<file path="config.mk">
export PLATFORM = sky130hd
export DESIGN_NAME = eaGen
export DESIGN_NICKNAME = d
export VERILOG_FILES = /design/src/rtl/eaPkg.sv /design/src/rtl/eaCtrl.sv /design/src/rtl/eaDatapath.sv /design/src/rtl/eaGen.sv
export SDC_FILE = /design/constraint.sdc
export NUM_CORES = 1
export LEC_CHECK = 0
export ABC_AREA = 1
export BUFFER_PORTS_ARGS = -buffer_cell sky130_fd_sc_hd__buf_4
export CORE_AREA = 2 2 81 68
export DETAILED_ROUTE_END_ITERATION = 16
export DIE_AREA = 0 0 83 70
export PLACE_DENSITY = 0.75
export SYNTH_ARGS = -nofsm -noshare
export SYNTH_HDL_FRONTEND = slang
export SYNTH_SLANG_ARGS = --single-unit
</file>
<file path="constraint.sdc">
create_clock -name clk -period 1.1 [get_ports clk]
set_input_delay 0.055 -clock clk [delete_from_list [all_inputs] [get_ports clk]]
set_output_delay 0.055 -clock clk [all_outputs]
set_load 0.005 [all_outputs]
</file>
<file path="src/rtl/eaPkg.sv">
package eaPkg;
  typedef enum logic [2:0] {
    MODE_DIRECT   = 3'd0,
    MODE_INDIRECT = 3'd1,
    MODE_RELATIVE = 3'd2,
    MODE_IMMED    = 3'd3,
    MODE_PTR_JUMP = 3'd4
  } addrMode_e;

  typedef struct packed {
    logic capReq;  // latch request fields and first-stage address
    logic capMem;  // replace address with the word read from memory
  } eaStrobe_t;

  function automatic logic needsFetch(input logic [2:0] m);
    return (m == MODE_INDIRECT) || (m == MODE_PTR_JUMP);
  endfunction
endpackage

</file>
<file path="src/rtl/eaCtrl.sv">
module eaCtrl
  import eaPkg::*;
(
  input  logic        clk,
  input  logic        rstN,
  input  logic        reqValid,
  input  logic [2:0]  mode,
  input  logic        memValid,
  output eaStrobe_t   strobe,
  output logic        reqReady,
  output logic        memRd,
  output logic        done
);
  typedef enum logic {ST_IDLE, ST_FETCH} state_e;
  state_e state, stateNxt;
  logic   doneNxt;

  always_comb begin
    strobe   = '0;
    stateNxt = state;
    doneNxt  = 1'b0;
    case (state)
      ST_IDLE: if (reqValid) begin
        strobe.capReq = 1'b1;
        if (needsFetch(mode)) stateNxt = ST_FETCH;
        else                  doneNxt  = 1'b1;
      end
      ST_FETCH: if (memValid) begin
        strobe.capMem = 1'b1;
        stateNxt      = ST_IDLE;
        doneNxt       = 1'b1;
      end
      default: stateNxt = ST_IDLE;
    endcase
  end

  always_ff @(posedge clk or negedge rstN) begin
    if (!rstN) begin
      state <= ST_IDLE;
      done  <= 1'b0;
    end else begin
      state <= stateNxt;
      done  <= doneNxt;
    end
  end

  assign reqReady = (state == ST_IDLE);
  assign memRd    = (state == ST_FETCH);


  hold_rd_chk: assert property (@(posedge clk) disable iff (!rstN)
    memRd && !memValid |=> memRd);

  done_after_mem_chk: assert property (@(posedge clk) disable iff (!rstN)
    memRd && memValid |=> done && !memRd);

  busy_not_ready_chk: assert property (@(posedge clk) disable iff (!rstN)
    memRd |-> !reqReady);

  no_fetch_direct_chk: assert property (@(posedge clk) disable iff (!rstN)
    reqReady && reqValid && (mode == MODE_DIRECT) |=> done && !memRd);
endmodule

</file>
<file path="src/rtl/eaDatapath.sv">
module eaDatapath
  import eaPkg::*;
#(
  parameter int WORD_W  = 12,
  parameter int FIELD_W = 6
) (
  input  logic               clk,
  input  logic               rstN,
  input  eaStrobe_t          strobe,
  input  logic [2:0]         mode,
  input  logic [FIELD_W-1:0] execField,
  input  logic [WORD_W-1:0]  pc,
  input  logic               jumpTaken,
  input  logic [WORD_W-1:0]  memData,
  output logic [WORD_W-1:0]  memAddr,
  output logic [WORD_W-1:0]  result,
  output logic               isImm,
  output logic [WORD_W-1:0]  nextPc
);
  localparam int PAD_W = WORD_W - FIELD_W;
  localparam logic [WORD_W-1:0] ONE = {{(WORD_W-1){1'b0}}, 1'b1};

  logic [WORD_W-1:0] fieldExt, relSum, addrSel;
  logic [WORD_W-1:0] eaReg, pcInc;
  logic              immReg, jmpReg, modeImm, jumpSel;

  assign fieldExt = {{PAD_W{1'b0}}, execField};
  assign relSum   = pc + fieldExt;  // wraps modulo 2^WORD_W

  always_comb begin
    case (mode)
      MODE_RELATIVE, MODE_PTR_JUMP: addrSel = relSum;
      default:                      addrSel = fieldExt;
    endcase
  end

  assign modeImm = (mode == MODE_IMMED);
  assign jumpSel = (jumpTaken && !modeImm) || (mode == MODE_PTR_JUMP);

  always_ff @(posedge clk or negedge rstN) begin
    if (!rstN) begin
      eaReg  <= '0;
      pcInc  <= '0;
      immReg <= 1'b0;
      jmpReg <= 1'b0;
    end else if (strobe.capReq) begin
      eaReg  <= addrSel;
      pcInc  <= pc + ONE;
      immReg <= modeImm;
      jmpReg <= jumpSel;
    end else if (strobe.capMem) begin
      eaReg  <= memData;
    end
  end

  assign memAddr = eaReg;
  assign result  = eaReg;
  assign isImm   = immReg;
  assign nextPc  = jmpReg ? eaReg : pcInc;


  imm_zero_ext_chk: assert property (@(posedge clk) disable iff (!rstN)
    isImm |-> (result[WORD_W-1:FIELD_W] == '0));
endmodule

</file>
<file path="src/rtl/eaGen.sv">
module eaGen
  import eaPkg::*;
#(
  parameter int WORD_W  = 12,
  parameter int FIELD_W = 6
) (
  input  logic               clk,
  input  logic               rstN,
  input  logic               reqValid,
  output logic               reqReady,
  input  logic [2:0]         mode,
  input  logic [FIELD_W-1:0] execField,
  input  logic [WORD_W-1:0]  pc,
  input  logic               jumpTaken,
  output logic               memRd,
  output logic [WORD_W-1:0]  memAddr,
  input  logic               memValid,
  input  logic [WORD_W-1:0]  memData,
  output logic               done,
  output logic [WORD_W-1:0]  result,
  output logic               isImm,
  output logic [WORD_W-1:0]  nextPc
);
  eaStrobe_t strobe;

  eaCtrl u_ctrl (
    .clk(clk), .rstN(rstN), .reqValid(reqValid), .mode(mode),
    .memValid(memValid), .strobe(strobe), .reqReady(reqReady),
    .memRd(memRd), .done(done)
  );

  eaDatapath #(.WORD_W(WORD_W), .FIELD_W(FIELD_W)) u_dp (
    .clk(clk), .rstN(rstN), .strobe(strobe), .mode(mode),
    .execField(execField), .pc(pc), .jumpTaken(jumpTaken),
    .memData(memData), .memAddr(memAddr), .result(result),
    .isImm(isImm), .nextPc(nextPc)
  );


  ptr_stable_chk: assert property (@(posedge clk) disable iff (!rstN)
    memRd && !memValid |=> $stable(memAddr));
endmodule

</file>
After elaboration in Yosys (flattened, before gate mapping)
Index checks and enable logic that the tools add are counted.
{"block": "word_totals", "elab_cells": 34, "latch_bits": 0, "inputBits": 38, "n_memories": 0, "ff_bits": 28, "romBits": 0, "ramBits": 0}
{"block": "op_classes", "n_mux": 15, "mul": 0, "div": 0, "n_lt_le_gt_ge": 0, "reduce_logical": 6, "n_bitwise": 1, "shift": 0, "n_eq_ne": 4, "add_sub_neg": 2}
{"cell": "$mux 12", "n": 4}
{"cell": "$add 12x1->12 const B", "n": 1}
{"cell": "$add 12x6->12", "n": 1}
{"cell": "$mux 1", "n": 9}
{"cell": "$eq 3x2->1 const B", "n": 2}
{"cell": "$pmux 1 s2", "n": 2}
{"cell": "$eq 3x1->1 const B", "n": 1}
{"cell": "$eq 3x3->1 const B", "n": 1}
{"cell": "$logic_or 1x1->1", "n": 2}
{"cell": "$reduce_bool 2->1", "n": 1}
{"cell": "$reduce_or 2->1", "n": 1}
{"cell": "$logic_and 1x1->1", "n": 1}
{"cell": "$logic_not 1->1", "n": 1}
{"cell": "$not 1->1", "n": 1}

Logic depth before layout (Yosys ltp)
Gate-level depths: netlist (run 1).
{"block": "logic_depth", "ltp_word": 5, "ltp_mapped": 10, "mapped_depth_nobuf": 10}

Cells and area by module
From an unflattened synthesis (run 1), not the netlist that was laid out.
{"block": "hier_totals", "cells_unflattened": 325, "hier_area_um2": 2267.2}
{"module": "eaDatapath", "area_each_um2": 2147.1, "cells_per_inst": 306, "n_inst": 1}
{"module": "eaCtrl", "area_each_um2": 120.1, "cells_per_inst": 19, "n_inst": 1}

Least setup slack after synthesis (run 1)
Ideal clock, no wire load.
{"block": "synth_timing", "path_type": "input to register", "from": "input port execField[0]", "to": "register u_dp.eaReg[10] (netlist: u_dp.memAddr[10])", "t_arrival_ns": 1.177, "path_buffers": 0, "path_slack_ns": -0.150, "required_time_ns": 1.027, "stages": 10, "path_cell_list": "ha_1 -> inv_1 -> fa_1 -> inv_1 -> nand2_2 -> nand3_2 -> nand3b_1 -> nand2_1 -> nand2_1 -> a21oi_2"}
{"block": "synth_between", "elab_chain_cells": 3}
{"element": "from (decl)", "line_no": "eaGen.sv:12", "rtl": "input logic [FIELD_W-1:0] execField,"}
{"element": "$add 12x6->12", "line_no": "eaDatapath.sv:28", "rtl": "assign relSum = pc + fieldExt;"}
{"element": "$mux 12", "line_no": "eaDatapath.sv:31", "rtl": "case (mode)"}
{"element": "$mux 12", "line_no": "eaDatapath.sv:46", "rtl": "end else if (strobe.capReq) begin"}
{"element": "to (signal assigned)", "line_no": "eaDatapath.sv:47", "rtl": "eaReg <= addrSel;"}
{"element": "to (signal assigned)", "line_no": "eaDatapath.sv:52", "rtl": "eaReg <= memData;"}
{"element": "to (decl)", "line_no": "eaDatapath.sv:24", "rtl": "logic [WORD_W-1:0] eaReg, pcInc;"}
No other way between the ends.
A chain may end at the register's enable or synchronous reset.

Worst setup path after layout (run 1)
{"block": "layout_timing", "from": "register u_dp.jmpReg", "to": "output port nextPc[10]"}
{"block": "layout_between", "elab_chain_cells": 1}
{"element": "from (decl)", "line_no": "eaDatapath.sv:25", "rtl": "logic immReg, jmpReg, modeImm, jumpSel;"}
{"element": "from (signal assigned)", "line_no": "eaDatapath.sv:50", "rtl": "jmpReg <= jumpSel;"}
{"element": "$mux 12", "line_no": "eaDatapath.sv:59", "rtl": "assign nextPc = jmpReg ? eaReg : pcInc;"}
{"element": "to (decl)", "line_no": "eaGen.sv:22", "rtl": "output logic [WORD_W-1:0] nextPc"}
No other way between the ends.

==> flow_summary.json, run 1 <==
{
  "clk_latency_ns": 0.27,
  "insertedDiodeCount": 0,
  "cpPeakStageDelay_ns": 0.44,
  "fin_crit_ns": 1.34,
  "dpl_cell_area_sq_um": 3000,
  "antenna_found_initial": 0,
  "timing.final.crit_share": 1.21,
  "yosysSeqAreaShare": 0.322,
  "cts_buffers": 3,
  "grt_pass1_wl_um": 11100,
  "mostFrequentLayoutCell": "buf_4",
  "clock-sinks": 28,
  "place_hpwl_um": 5100,
  "yosys_warnings": 0,
  "netlist_area_sq_um": 2180,
  "cpLargestDelayFamily": "flip-flops",
  "async_reset_ff_frac": 1.00,
  "max_freq_mhz": 748,
  "nets": 462,
  "ys_seq_elements": 28,
  "area_growth_pct": 60.5,
  "grt_overflow": 0,
  "start_util": 0.424,
  "final_cell_mix": "104 x buf_4, 60 x nand2_1, 29 x inv_1",
  "p_leak_nw": 1.74,
  "setup_viol": 39,
  "syn_area_per_cell_sq_um": 7.11,
  "track_usage": 0.233,
  "place.gp.congestion": 0.899,
  "ir_drop_uv": 1520,
  "drc_errors": 0,
  "grt_pass1_vias": 2360,
  "hp-class": "input port to register",
  "rsz0062_at_grt": "true",
  "worstMarginPinSlew_ns": 0.375,
  "cts_max_level": 1,
  "row_count": 24,
  "finalWorstSetupSlack_ns": -0.236,
  "die_h_um": 70,
  "synth_fa_ha_area_frac": 0.0495,
  "path_class": "register to primary output",
  "ant_nets": 0,
  "coreArea_sq_um": 5130,
  "crit_required_ns": 1.04,
  "p_per_area_nw_per_um2": 2140,
  "slew_viol_final": 0,
  "final_util": 0.680,
  "failed_checks": "setup timing",
  "critPathSlowestCell": "dfrtp_2",
  "die_area_sq_um": 5810,
  "drt-pass1-iter-count": 4,
  "yosys.area_share.simple": 0.290,
  "cp_cell_sequence": "buf_12, mux2_4, buf_6",
  "synth_nets": 352,
  "viasPerCell": 5.15,
  "syn_inst": 306,
  "synth_compound_area_frac": 0.156,
  "drtIter0Drc": 150,
  "drive_gt1_frac": 0.511,
  "cts_root_buf": "clkbuf_8",
  "io_pins": 78,
  "muxShareOfSynthArea": 0.0259,
  "critPathLaunchType": "register",
  "port_buffers": 77,
  "cp.buffers_inverters": 2,
  "critPathCaptureType": "primary output",
  "fin_skew_ns": 0.00408,
  "synth_top_family_by_area": "simple AND/OR/NAND/NOR gates",
  "avgRoutedWirePerCell_um": 15.4,
  "synth_edf_count": 0,
  "cp_data_arrival_time_ns": 1.28,
  "placed_cells": 461,
  "synth-xor-area-share": 0.0242,
  "slew_headroom": 0.750,
  "fin_tns_setup_ns": -5.56,
  "status": "complete, but fails checks",
  "route.vias.total": 2474,
  "clk_pin_slew_ns": 0.09,
  "grt_max_degree": 29,
  "finish.instance_area_sq_um": 3490,
  "synth_cell_type_count": 37,
  "drv_cap": 0,
  "synth_flop_cell": "dfrtp_1",
  "cts_buffer_depth": 2,
  "final_cells": 480,
  "wl_um": 7380,
  "cts_tree": "done",
  "cp_max_fo": 7,
  "hold_viol_final": 0,
  "die_w_um": 83
}
[stage by stage]
stage | hold WS [ns] | power, mW | setup WS [ns]
final | 0.0366 | 7.49 | -0.236
after global placement | -0.00386 | 5.28 | -0.266
after floorplan | -0.241 | 3.67 | -0.0508
after detailed placement | -0.00153 | 5.37 | -0.297
after CTS | 0.0377 | 6.73 | -0.239
after global routing | 0.0590 | 7.95 | -0.299
[Yosys cell counts (2+ instances only)]
cell      instances  share of area
inv_2             7          0.012
mux2_2            5          0.026
xnor2_1           2         0.0081
nor2_2            5          0.014
dfrtp_1          28           0.32
a21oi_1          12          0.028
nand4_1           2         0.0057
inv_1            31          0.053
nand3_1          22          0.051
o211ai_1          3          0.010
ha_1              7          0.040
nor2_1           25          0.043
buf_2             4         0.0092
a21oi_2           5          0.020
xor2_1            4          0.016
nand3_2           3          0.014
o22ai_1           3         0.0086
clkbuf_1          3         0.0052
buf_4            13          0.045
o21ai_1           7          0.016
nand2_1          72           0.12
a31oi_1           4          0.011
o21a_1            2         0.0069
o21ai_0          21          0.048
nand2_2           4          0.011
[metal layers]
metal | track usage | routed length, um
met1 | 0.299 | 3070
met2 | 0.416 | 3660
met3 | 0.0449 | 440
met4 | 0.0364 | 209
met5 | 0 | 0
[worst reg2reg max path: stages (launching register included)]
cell,delay [ns]
dfrtp_1,0.42
inv_2,0.07
nand2_4,0.14
inv_8,0.07
nor2_4,0.18
clkinv_4,0.14
o211ai_1,0.12
nand2_1,0.07
[layout make-up]
class                   count  area [sq um]
clock buffers               4          55.1
fillers                   407          1640
inverters                  38           155
multi-input cells         218          1410
flip-flops and latches     28           702
well taps                  65          81.3
repair buffers            126          1090
repair inverters            1          6.26
[path summary, 6_finish.rpt]
kind                                from  cells after the start  slack [ns]         endpoint
min                           memData[2]                      3        0.04  u_dp.memAddr[2]
max in group asynchronous           rstN                      2        0.58      u_dp.jmpReg
max                          u_dp.jmpReg                      3       -0.24       nextPc[10]
min reg2reg                u_dp.pcInc[8]                      2        0.52    u_dp.pcInc[8]
min in group asynchronous           rstN                      2        0.23  u_dp.memAddr[0]
max reg2reg                 u_ctrl.memRd                      7       -0.22  u_dp.memAddr[2]
[power by group]
group	total, mW	switching [mW]	internal, mW	leakage [nW]
Clock	0.646	0.325	0.321	0.0288
Combinational	4.83	2.11	2.72	1.38
Sequential	2.01	0.511	1.50	0.336
[kinds of logic after synthesis]
| logic type | after synthesis |
|---|---|
| buffers and inverters | 60 |
| flip-flops | 28 |
| AO/OA/AOI/OAI | 59 |
| multiplexers | 5 |
| XOR/XNOR | 6 |
| AND/OR/NAND/NOR | 140 |
| adder cells (fa/ha/maj) | 8 |
[sequential cells by signal, indices dropped and copies added (netlist names)]
register,flops
u_dp.pcInc,12
u_dp.memAddr,12
u_dp.isImm,1
u_ctrl.memRd,1
u_dp.jmpReg,1
u_ctrl.done,1
[what timing repair did]
item                                    in CTS  in global routing
pin swaps                                    9                 13
resized for setup                           43                 55
hold buffers                                 1                  0
cloned                                       2                  3
hold endpoints to repair                    28                  0
endpoints found under the setup margin      31                 35
setup buffers                                4                  5
No activity file was read; power rests on OpenSTA's default activity.
==> run 2, diff against run 1 <==
BUFFER_PORTS_ARGS = not set   (was -buffer_cell sky130_fd_sc_hd__buf_4)
CORE_AREA = 2 2 73 61   (was 2 2 81 68)
DIE_AREA = 0 0 75 63   (was 0 0 83 70)
DONT_BUFFER_PORTS = 1   (was not set)
PLACE_DENSITY = 0.73   (was 0.75)
==> flow_summary.json, run 2 (same netlist as run 1, synthesis figures left out) <==
{
  "status": "complete, but fails checks",
  "failed_checks": "setup timing",
  "grt_overflow": 0,
  "fin_hold_ws_ns": 0.00535,
  "route.vias.total": 2080,
  "finish.instance_area_sq_um": 2660,
  "critPathCaptureType": "primary output",
  "final_cell_mix": "71 x nand2_1, 29 x inv_1, 28 x dfrtp_1",
  "nFillCells": 362,
  "clock-sinks": 28,
  "drv_cap": 0,
  "insertedDiodeCount": 0,
  "hold_viol_final": 0,
  "worstRegToRegCells": 7,
  "ant_nets": 0,
  "place_hpwl_um": 4210,
  "p_total_mw": 5.00,
  "track_usage": 0.248,
  "coreArea_sq_um": 4020,
  "drt-pass1-iter-count": 4,
  "die_w_um": 75,
  "fin_skew_ns": 0.00562,
  "dpl_cell_area_sq_um": 2290,
  "setup_viol": 25,
  "grt_pass1_wl_um": 9160,
  "cts_buffer_depth": 2,
  "slew_viol_final": 0,
  "drtIter0Drc": 126,
  "grt_max_degree": 29,
  "crit_required_ns": 1.04,
  "p_per_area_nw_per_um2": 1880,
  "cts_buffers": 3,
  "slew_headroom": 0.805,
  "place.gp.congestion": 0.882,
  "die_h_um": 63,
  "timing.final.crit_share": 1.12,
  "final_util": 0.663,
  "cts_root_buf": "clkbuf_8",
  "nets": 377,
  "io_pins": 78,
  "drive_gt1_frac": 0.230,
  "worstMarginPinSlew_ns": 0.289,
  "mostFrequentLayoutCell": "nand2_1",
  "avgRoutedWirePerCell_um": 15.0,
  "min_to": "u_dp.memAddr[1]",
  "placed_cells": 361,
  "max_freq_mhz": 813,
  "row_count": 21,
  "ir_drop_uv": 1180,
  "min_path_cells": 2,
  "viasPerCell": 5.37,
  "grt_pass1_vias": 1950,
  "p_leak_nw": 1.24,
  "hold_start": "memData[1]",
  "path_class": "register to primary output",
  "worst_r2r_endpoint": "u_dp.memAddr[2]",
  "cts_max_level": 1,
  "rsz0062_at_grt": "true",
  "final_cells": 387,
  "die_area_sq_um": 4730,
  "area_growth_pct": 22.4,
  "critPathLaunchType": "register",
  "hp-class": "input port to register",
  "wl_um": 5810,
  "fin_crit_ns": 1.23,
  "port_buffers": 0,
  "start_util": 0.541,
  "drc_errors": 0,
  "cts_tree": "done",
  "timing.critical_path.from": "u_dp.jmpReg",
  "antenna_found_initial": 0,
  "dp_slack_ns": -0.150,
  "clk_latency_ns": 0.28,
  "clk_pin_slew_ns": 0.10,
  "cp_data_arrival_time_ns": 1.18,
  "finalWorstSetupSlack_ns": -0.131,
  "fin_tns_setup_ns": -1.82,
  "reg2reg_slack_ns": -0.10,
  "cp_max_fo": 20,
  "rr_startpoint": "u_ctrl.memRd"
}
run 2: changes by cell type in the layout (fill, tap and decap cells not counted), moves of 8 or more:
cell           delta
nand2_1          +11
buf_6            -13
nand2_2          -10
buf_4            -87
o21ai_0          +12
nor2_1            +8
o21ai_2          -10
dlygate4sd3_1    +16
run 2: per-layer routing:
layer / GRT usage / up-vias / part of all wire
li1: - / 1035 / -
met1: 0.335 / 958 / 0.44
met2: 0.412 / 85 / 0.48
met3: 0.0629 / 2 / 0.084
met4: 0.0268 / 0 / 0.0014
met5: 0 / - / 0
run 2: power by group:
group          switching [mW]  internal [mW]  total [mW]
clock network           0.319          0.321       0.639
logic                    1.29           1.09        2.39
registers               0.476           1.50        1.97
total                    2.09           2.91        5.00
run 2: repair_timing:
item | 4_1_cts | 5_1_grt
hold endpoints to repair | 44 | 0
setup buffers | 0 | 2
hold buffers | 18 | 0
endpoints found under the setup margin | 27 | 33
resized for setup | 15 | 10
gates cloned | 1 | 1
pin swaps | 4 | 1
run 2: worst max path at each step:
stage                  endpoint
2_1_floorplan   u_dp.memAddr[2]
3_3_place_gp   u_dp.memAddr[11]
3_5_place_dp   u_dp.memAddr[11]
4_1_cts               nextPc[3]
5_1_grt         u_dp.memAddr[2]
6_report              nextPc[9]
run 2: cell type report:
| cell class | count | area [sq um] | share of cell area |
|---|---|---|---|
| repair buffers | 42 | 425 | 0.160 |
| flip-flops and latches | 28 | 701 | 0.263 |
| multi-input cells | 218 | 1260 | 0.472 |
| inverters | 38 | 155 | 0.0582 |
| well taps | 57 | 71.3 | 0.0268 |
| clock buffers | 4 | 55.1 | 0.0207 |
run 2: critical path, cell delays in order (launching register included):
cell and delay (ns):
dfrtp_1 0.38, buf_12 0.16, mux2_2 0.35
==> run 3, diff against run 2 <==
CAP_MARGIN = 20   (was not set)
CORE_AREA = 2 2 65 67   (was 2 2 73 61)
DIE_AREA = 0 0 67 69   (was 0 0 75 63)
PLACE_DENSITY = 0.74   (was 0.73)
==> flow_summary.json, run 3 (same netlist as run 1, synthesis figures left out) <==
{
  "rsz0062_at_grt": "true",
  "cts_tree": "done",
  "setup_viol": 28,
  "route.vias.total": 2144,
  "nets": 385,
  "critPathCaptureType": "register",
  "cts_buffers": 3,
  "critPathSlowestCell": "dfrtp_1",
  "antenna_found_initial": 0,
  "hp-class": "input port to register",
  "start_util": 0.556,
  "cp.depth": 7,
  "worstMarginPinSlew_ns": 0.311,
  "critPathLaunchType": "register",
  "die_w_um": 67,
  "drc_errors": 0,
  "port_buffers": 0,
  "grt_pass1_vias": 2084,
  "endpoint": "u_dp.memAddr[7]",
  "rr_startpoint": "u_ctrl.memRd",
  "clk_pin_slew_ns": 0.09,
  "cts_buffer_depth": 2,
  "max_freq_mhz": 799,
  "cp.buffers_inverters": 3,
  "io_pins": 78,
  "path_class": "register to register",
  "cpLargestDelayFamily": "simple AND/OR/NAND/NOR gates",
  "area_growth_pct": 30.4,
  "fin_tns_setup_ns": -2.32,
  "die_h_um": 69,
  "clk_latency_ns": 0.27,
  "fin_skew_ns": 0.00248,
  "p_int_mw": 3.28,
  "final_cell_mix": "65 x nand2_1, 29 x inv_1, 27 x dfrtp_1",
  "clock-sinks": 28,
  "drv_cap": 0,
  "ant_nets": 0,
  "cp_cell_sequence": "inv_2, nand2_4, inv_8, nor2_4, inv_6, nor2_2, a21oi_1",
  "comb_power_share": 0.531,
  "timing.final.crit_share": 1.14,
  "mostFrequentLayoutCell": "nand2_1",
  "clock_power_share": 0.111,
  "reg2reg_slack_ns": -0.15,
  "wl_um": 6290,
  "failed_checks": "setup timing",
  "fin_crit_ns": 1.25,
  "finish.instance_area_sq_um": 2840,
  "cts_root_buf": "clkbuf_8",
  "timing.critical_path.from": "u_ctrl.memRd",
  "row_count": 23,
  "switching_power_mw": 2.45,
  "worst_r2r_endpoint": "u_dp.memAddr[7]",
  "grt_overflow": 0,
  "slew_headroom": 0.791,
  "track_usage": 0.268,
  "drtIter0Drc": 108,
  "grt_pass1_wl_um": 9700,
  "cp_data_arrival_time_ns": 1.41,
  "place.gp.congestion": 0.861,
  "drive_gt1_frac": 0.311,
  "grt_max_degree": 29,
  "crit_required_ns": 1.26,
  "p_leak_nw": 1.32,
  "finalWorstSetupSlack_ns": -0.151,
  "dp_slack_ns": -0.168,
  "hold_viol_final": 0,
  "cp_max_fo": 12,
  "dpl_cell_area_sq_um": 2340,
  "place_hpwl_um": 4390,
  "slew_viol_final": 0,
  "seq_power_share": 0.358,
  "coreArea_sq_um": 3910,
  "p_per_area_nw_per_um2": 2020,
  "switching_share": 0.428,
  "viasPerCell": 5.53,
  "ir_drop_uv": 1010,
  "worstRegToRegCells": 7,
  "die_area_sq_um": 4620,
  "avgRoutedWirePerCell_um": 16.2,
  "cpPeakStageDelay_ns": 0.41,
  "insertedDiodeCount": 0,
  "status": "complete, but fails checks",
  "drt-pass1-iter-count": 4,
  "cts_max_level": 1
}
## run 3: cell types whose count changed in the layout (fill, tap and decap cells not counted), sizes merged
cell	change
buf	+7
dlygate4sd3	+1
## run 3: layer usage
metal / share of wire / track usage / routed length, um / vias to the layer above
met4: 0.0081 / 0.0544 / 51 / 0
met5: 0 / 0 / 0 / -
li1: - / - / - / 1045
met3: 0.059 / 0.0375 / 374 / 4
met2: 0.52 / 0.450 / 3260 / 78
met1: 0.41 / 0.363 / 2610 / 1017
## run 3: worst reg2reg max path, cell delays in order, from the launching register on
cell and delay, ns:
dfrtp_1 0.41, inv_2 0.07, nand2_4 0.14, inv_8 0.07, nor2_4 0.14, inv_6 0.09
nor2_2 0.14, a21oi_1 0.07
## run 3: worst min path at each step
stage	startpoint	to	slack, ns	depth (start not counted)
6_report	memData[6]	u_dp.memAddr[6]	0.008	2
5_1_grt	memData[6]	u_dp.memAddr[6]	0.005	2
2_1_floorplan	rstN	u_ctrl.done	-0.24	0
3_5_place_dp	rstN	u_ctrl.memRd	-0.24	0
4_1_cts	memData[6]	u_dp.memAddr[6]	0.008	2
3_3_place_gp	rstN	u_dp.memAddr[0]	-0.24	0
## run 3: cell type report
class                      count  area [sq um]
multi-input combinational    218          1370
fill                         302          1080
sequential                    28           702
timing repair buffer          50           498
inverter                      38           155
tap                           50          62.6
clock buffer                   4          55.1
## run 3: timing repair
action                                 CTS  global route
endpoints found under the hold margin   44             0
gates resized for setup                 23            45
pin swaps                                7            10
hold buffers                            19             0
setup endpoints to repair               31            37
cloned                                   0             2
buffers inserted                         2             2
## run 3: per-stage QoR
stage / utilization / instances / total power [mW] / hold WS, ns
after global placement: 0.598 / 359 / 4.08 / -0.240
after floorplan: - / 306 / 3.67 / -0.241
final: 0.725 / 388 / 5.73 / 0.00847
after CTS: 0.684 / 384 / 5.10 / 0.00765
after detailed placement: 0.598 / 359 / 4.15 / -0.240
after global routing: 0.725 / 388 / 6.12 / 0.00534
## run 3: power by group through the flow
stage	logic, mW	registers (mW)	clock network [mW]
after floorplan	1.85	1.82	0
after global placement	2.12	1.96	0
after detailed placement	2.17	1.99	0
after CTS	2.47	1.98	0.643
after global routing	3.29	2.13	0.691
final	3.04	2.05	0.636
